<file path="config.mk">
export PLATFORM = sky130hd
export DESIGN_NAME = branch_stall_ledger
export DESIGN_NICKNAME = d
export VERILOG_FILES = /design/src/rtl/branch_stall_ledger.sv
export SDC_FILE = /design/constraint.sdc
export NUM_CORES = 2
export LEC_CHECK = 0
export BUFFER_PORTS_ARGS = -buffer_cell sky130_fd_sc_hd__buf_2
export CORE_MARGIN = 5
export CORE_UTILIZATION = 30
export CTS_CLUSTER_SIZE = 24
export DETAILED_ROUTE_END_ITERATION = 10
export GPL_ROUTABILITY_DRIVEN = 0
export PLACE_DENSITY = 0.51
export SETUP_SLACK_MARGIN = 0.2
export SLEW_MARGIN = 20
export SYNTH_ARGS = -nofsm -noshare
export SYNTH_HDL_FRONTEND = slang
export SYNTH_SLANG_ARGS = --single-unit
export TNS_END_PERCENT = 50
</file>
<file path="constraint.sdc">
create_clock -name clk -period 10.4 [get_ports clk]
set_input_delay 1.04 -clock clk [delete_from_list [all_inputs] [get_ports clk]]
set_output_delay 1.04 -clock clk [all_outputs]
set_load 0.03 [all_outputs]
</file>
<file path="src/rtl/branch_stall_ledger.sv">
module branch_stall_ledger #(
  parameter int DEPTH = 16,
  parameter int CW    = 16,
  parameter int RIDW  = 6
) (
  input  logic            clk,
  input  logic            rst_n,
  input  logic            br_fetch,
  input  logic            br_disp,
  input  logic [RIDW-1:0] br_disp_rid,
  input  logic            br_resolve,
  input  logic            br_resolve_mp,
  input  logic [RIDW-1:0] br_resolve_rid,
  input  logic            br_retire,
  input  logic            stall_l1i,
  input  logic            stall_l2i,
  input  logic            stall_itlb,
  input  logic            rob_full,
  output logic            full,
  output logic            add_valid,
  output logic [CW-1:0]   add_l1i,
  output logic [CW-1:0]   add_l2i,
  output logic [CW-1:0]   add_itlb,
  output logic [CW-1:0]   add_bp
);
  localparam int PW = $clog2(DEPTH);
  localparam logic [PW:0] ONE = (PW+1)'(1);
  localparam logic [PW:0] LAST = (PW+1)'(DEPTH-1);
  localparam logic [CW-1:0] CMAX = '1;

  logic [CW-1:0]   c_l1 [DEPTH];
  logic [CW-1:0]   c_l2 [DEPTH];
  logic [CW-1:0]   c_tlb[DEPTH];
  logic [CW-1:0]   c_bp [DEPTH];
  logic [RIDW-1:0] rid  [DEPTH];
  logic [DEPTH-1:0] mpb, inflt;

  logic [PW:0]   hd, dt, fp, n_fet, n_disp, rp;
  logic [PW-1:0] h_i, d_i, f_i, fn_i, hidx;
  logic          hit, mp_go, fetch_ok, disp_ok, ret_ok;
  logic          s_tlb, s_l2, s_l1;

  assign h_i    = hd[PW-1:0];
  assign d_i    = dt[PW-1:0];
  assign f_i    = fp[PW-1:0];
  assign fn_i   = f_i + PW'(1);
  assign n_fet  = fp - hd;
  assign n_disp = dt - hd;
  assign full   = (n_fet == LAST);

  for (genvar g = 0; g < DEPTH; g++) begin : g_inflt
    assign inflt[g] = ({1'b0, PW'(g) - h_i} < n_disp);
  end

  always_comb begin
    hit  = 1'b0;
    hidx = '0;
    for (int i = 0; i < DEPTH; i++)
      if (inflt[i] && rid[i] == br_resolve_rid) begin
        hit  = 1'b1;
        hidx = PW'(i);
      end
  end

  assign rp       = hd + {1'b0, hidx - h_i} + ONE;
  assign mp_go    = br_resolve & br_resolve_mp & hit;
  assign ret_ok   = br_retire & (n_disp != '0);
  assign fetch_ok = br_fetch & ~full & ~mp_go;
  assign disp_ok  = br_disp & (dt != fp) & ~mp_go;

  assign s_tlb = stall_itlb;
  assign s_l2  = stall_l2i & ~stall_itlb;
  assign s_l1  = stall_l1i & ~stall_l2i & ~stall_itlb;

  function automatic logic [CW-1:0] sat(input logic [CW-1:0] v);
    return (v == CMAX) ? v : v + CW'(1);
  endfunction

  always_ff @(posedge clk) begin
    if (!rst_n) begin
      hd  <= '0;
      dt  <= '0;
      fp  <= '0;
      mpb <= '0;
      for (int i = 0; i < DEPTH; i++) begin
        c_l1[i] <= '0; c_l2[i] <= '0; c_tlb[i] <= '0; c_bp[i] <= '0; rid[i] <= '0;
      end
    end else begin
      if (ret_ok) hd <= hd + ONE;
      if (mp_go) begin
        dt <= rp;
        fp <= rp;
      end else begin
        if (fetch_ok) fp <= fp + ONE;
        if (disp_ok)  dt <= dt + ONE;
      end
      for (int i = 0; i < DEPTH; i++) begin
        if ((mp_go && PW'(i) == rp[PW-1:0]) || (fetch_ok && PW'(i) == fn_i)) begin
          c_l1[i] <= '0; c_l2[i] <= '0; c_tlb[i] <= '0; c_bp[i] <= '0;
          rid[i]  <= '0; mpb[i] <= 1'b0;
        end else begin
          if (PW'(i) == f_i) begin
            if (s_l1)  c_l1[i]  <= sat(c_l1[i]);
            if (s_l2)  c_l2[i]  <= sat(c_l2[i]);
            if (s_tlb) c_tlb[i] <= sat(c_tlb[i]);
          end
          if (inflt[i] && !rob_full) c_bp[i] <= sat(c_bp[i]);
          if (disp_ok && PW'(i) == d_i) rid[i] <= br_disp_rid;
          if (mp_go && PW'(i) == hidx) mpb[i] <= 1'b1;
        end
      end
    end
  end

  assign add_valid = ret_ok;
  assign add_l1i   = ret_ok ? c_l1[h_i]  : '0;
  assign add_l2i   = ret_ok ? c_l2[h_i]  : '0;
  assign add_itlb  = ret_ok ? c_tlb[h_i] : '0;
  assign add_bp    = (ret_ok && mpb[h_i]) ? c_bp[h_i] : '0;

  a_r10_occupancy_bound: assert property (@(posedge clk) disable iff (!rst_n)
    n_fet <= LAST);
  a_r6_pointer_order: assert property (@(posedge clk) disable iff (!rst_n)
    n_disp <= n_fet);
  a_r6_repair_aligns: assert property (@(posedge clk) disable iff (!rst_n)
    mp_go |=> (fp == dt));
  a_r5_head_steps: assert property (@(posedge clk) disable iff (!rst_n)
    ret_ok |=> (hd == $past(hd) + ONE));
  a_r2_fresh_row: assert property (@(posedge clk) disable iff (!rst_n)
    fetch_ok |=> (c_l1[f_i] == '0 && c_l2[f_i] == '0 && c_tlb[f_i] == '0 && !mpb[f_i]));
endmodule

</file>
==> reports/metrics.yaml <==
cts_tree: "built"
setup_violations: 0
status: "completed"
drc: 0
p_int_mw: 11.30
drv_slew: 0
endpoint_kind: "flip-flop"
critical_path_class: "flip-flop to flip-flop"
routedWlPerCell_microns: 22.79
grt_usage_pct: 17.26
power.density_nw_per_um2: 232.4
min_period_ns: 9.010
ys_seq_elements: 1155
cts.sinks: 1155
die_area_sq_um: 241300
synth_edf_count: 1120
holdPathStages: 2
critPathMaxFanout: 16
final_nets: 6403
num_vias: 49570
hold_viol_final: 0
ctsHoldBuffers: 0
initial_core_util_pct: 30.16
clock_skew_ns: 0.04140
yosysSeqAreaShare_pct: 49.42
reg2regPathDepth: 24
yosys_warnings: 0
grt_setup_unrepaired: "no"
timing.slew.headroom_pct: 26.09
core_area_sq_um: 230300
drive_above_1_share_pct: 11.63
p_clk_share_pct: 27.9
fin_area_sq_um: 77840
placedInstanceArea_sq_um: 73190
syn_to_final_growth_pct: 12.05
synth_ff_type: "edfxtp_1"
fin_crit_sh_pct: 86.63
totalWireLength_microns: 214600
min_path_type: "flip-flop to flip-flop"
vdd_ir_drop_max_mv: 0.1473
grt_overflow: 0
grt_pass1_vias: 48120
crit_arrival_ns: 9.29
drt_pass1_iterations: 7
drt-initial-drc-count: 5096
portBuffers: 88
hpwl_microns: 158100
power_leakage_nw: 25.46
h-tree-depth: 4
clk_pin_slew_ns: 0.06
vias_per_cell: 5.267
ios: 89
synthesis.area_sq_um: 69470
synth.net_count: 6377
seqPwrFrac_pct: 40.7
avgSynthCellArea_sq_um: 11.13
numCtsBuffers: 142
async_flop_share_pct: 0
setup-tns-final_ns: 0
clkLatencyLatePin_ns: 0.80
drv_cap: 0
die_w_microns: 491.2
switching_share_pct: 37.54
worstPathRequired_ns: 10.68
yosys.cell_types.count: 83
startpoint_type: "flip-flop"
postSynthCellCount: 6240
cts_resized: 0
grt_max_degree: 98
nFillCells: 22970
die_h_microns: 491.2
switchingPower_mw: 6.790
combPwrFrac_pct: 31.5
worstMarginPinSlew_ns: 1.105
max_freq_mhz: 111.0
clockBufferDepth: 3
antenna_found_initial: 13
root_buffer: "clkbuf_16"
cts_setup_buffers: 0
drtAntennaViolNets: 0
grt_pass1_wl_microns: 319900
fp-row-count: 176
[Yosys cell counts, drive strengths merged (41+ instances only)]
| master | number | area (sq um) |
|---|---|---|
| nand3 | 544 | 2748 |
| nor3 | 204 | 1032 |
| ha | 110 | 1376 |
| clkbuf | 149 | 559.3 |
| xor2 | 617 | 5404 |
| a21oi | 41 | 209.0 |
| buf | 114 | 541.8 |
| nor4 | 80 | 500.5 |
| nor2 | 1149 | 4315 |
| inv | 115 | 431.7 |
| and3 | 257 | 1608 |
| nand2 | 468 | 1759 |
| mux4 | 325 | 7320 |
| and2 | 116 | 725.7 |
| edfxtp | 1120 | 33630 |
| nand4 | 125 | 788.3 |
| xnor2 | 421 | 3687 |
[cells in the final DEF (no fill, tap or decap), types with 9 or more instances in the layout]
| cell type | count |
|---|---|
| nand4_1 | 124 |
| mux4_2 | 325 |
| dfxtp_1 | 31 |
| buf_4 | 54 |
| a31oi_1 | 9 |
| nor4_1 | 79 |
| o21a_1 | 10 |
| nor2_1 | 1146 |
| or3_1 | 9 |
| inv_1 | 113 |
| clkbuf_1 | 29 |
| o21ai_0 | 14 |
| nand2b_1 | 10 |
| nand3_1 | 539 |
| clkinv_2 | 26 |
| and2_1 | 113 |
| buf_2 | 87 |
| bufinv_16 | 14 |
| xor2_1 | 616 |
| clkbuf_16 | 146 |
| ha_1 | 110 |
| xnor2_1 | 421 |
| nor3_1 | 203 |
| a31o_2 | 9 |
| maj3_1 | 14 |
| a21o_1 | 23 |
| nand2_1 | 467 |
| and4_1 | 30 |
| nor2b_1 | 15 |
| a21oi_1 | 40 |
| and3_1 | 257 |
| clkinv_1 | 28 |
| edfxtp_1 | 1120 |
[final cells by class]
cell class | count | area [sq um] | area share, %
antenna | 8 | 20.02 | 0.02572
multi-input combinational | 4706 | 33720 | 43.32
inverter | 116 | 435.4 | 0.5594
sequential | 1155 | 34350 | 44.12
tap | 3026 | 3786 | 4.864
clock buffer | 175 | 3762 | 4.833
timing repair buffer | 145 | 912.1 | 1.172
clock inverter | 82 | 858.3 | 1.103
[through the flow]
stage | power [mW] | hold WS, ns | instances | utilization [%] | worst slack (ns)
floorplan | 10.81 | 0.4225 | 6240 | - | 3.179
global placement | 13.07 | 0.4378 | 9147 | 31.77 | 1.372
detailed placement | 13.10 | 0.4400 | 9147 | 31.78 | 1.386
CTS | 18.19 | 0.4479 | 9404 | 33.78 | 1.387
global route | 18.88 | 0.4789 | 9408 | 33.79 | 0.8997
finish | 18.09 | 0.4476 | 9413 | 33.79 | 1.390
[power by group through the flow]
stage,sequential (mW),clock (mW),combinational [mW]
after floorplan,6.89,0,3.92
after global placement,7.41,0,5.66
after detailed placement,7.42,0,5.67
after CTS,7.34,5.15,5.70
after global routing,7.47,5.32,6.09
final,7.35,5.04,5.69
[worst max-delay path, cell delays in order, from the launching register on]
cell       delay (ns)
dfxtp_1          0.67
inv_1            0.46
fa_1             0.56
xnor2_1          0.79
ha_1             0.32
a21oi_1          0.05
maj3_1           0.38
o2111ai_1        0.38
o31ai_1          0.15
o21ai_0          0.32
a31oi_1          0.14
buf_4            0.21
o21a_1           0.21
ha_1             0.21
fa_1             0.54
inv_1            0.06
ha_1             0.26
nor2b_1          0.12
o21ai_0          0.17
nand2b_1         0.13
xnor2_1          0.27
nor2_1           0.16
nand3_1          0.22
and2_1           0.85
nand3_1          0.86
[metal layers]
| layer | part of all wire, % | global-route usage [%] | vias up |
|---|---|---|---|
| met2 | 47 | 28.14 | 1660 |
| met1 | 44 | 24.10 | 24940 |
| li1 | - | - | 22700 |
| met5 | 0.011 | 0 | - |
| met3 | 6.6 | 2.491 | 272 |
| met4 | 2.7 | 4.531 | 4 |
[flip-flops by register name, indices dropped and copies added, names as in the netlist, named ones only]
| signal | count |
|---|---|
| hd | 5 |
| dt | 5 |
| mpb | 16 |
| fp | 5 |
| c_bp | 256 |
| c_l1 | 256 |
| rid | 96 |
| c_tlb | 256 |
| c_l2 | 256 |
[worst paths after layout]
| check | slack, ns | startpoint | endpoint |
|---|---|---|---|
| min | 0.45 | mpb[5] | mpb[5] |
| max | 1.39 | hd[1] | c_l1[10][9] |
| min reg2reg | 0.45 | mpb[5] | mpb[5] |
| max reg2reg | 1.39 | hd[1] | c_l1[10][9] |
[cells by family (layout without fill, tap and decap cells)]
kind of cell	Yosys count	after routing	share of synthesized area, %
simple gates	3028	3028	20.33
buf+inv	379	518	2.212
xor+xnor	1038	1038	13.09
fa+ha+maj	131	131	2.347
mux	328	328	10.58
other cells	0	8	0
flops	1155	1155	49.42
compound gates	181	181	2.030
Note: power is estimated with default switching activity, not from simulation.
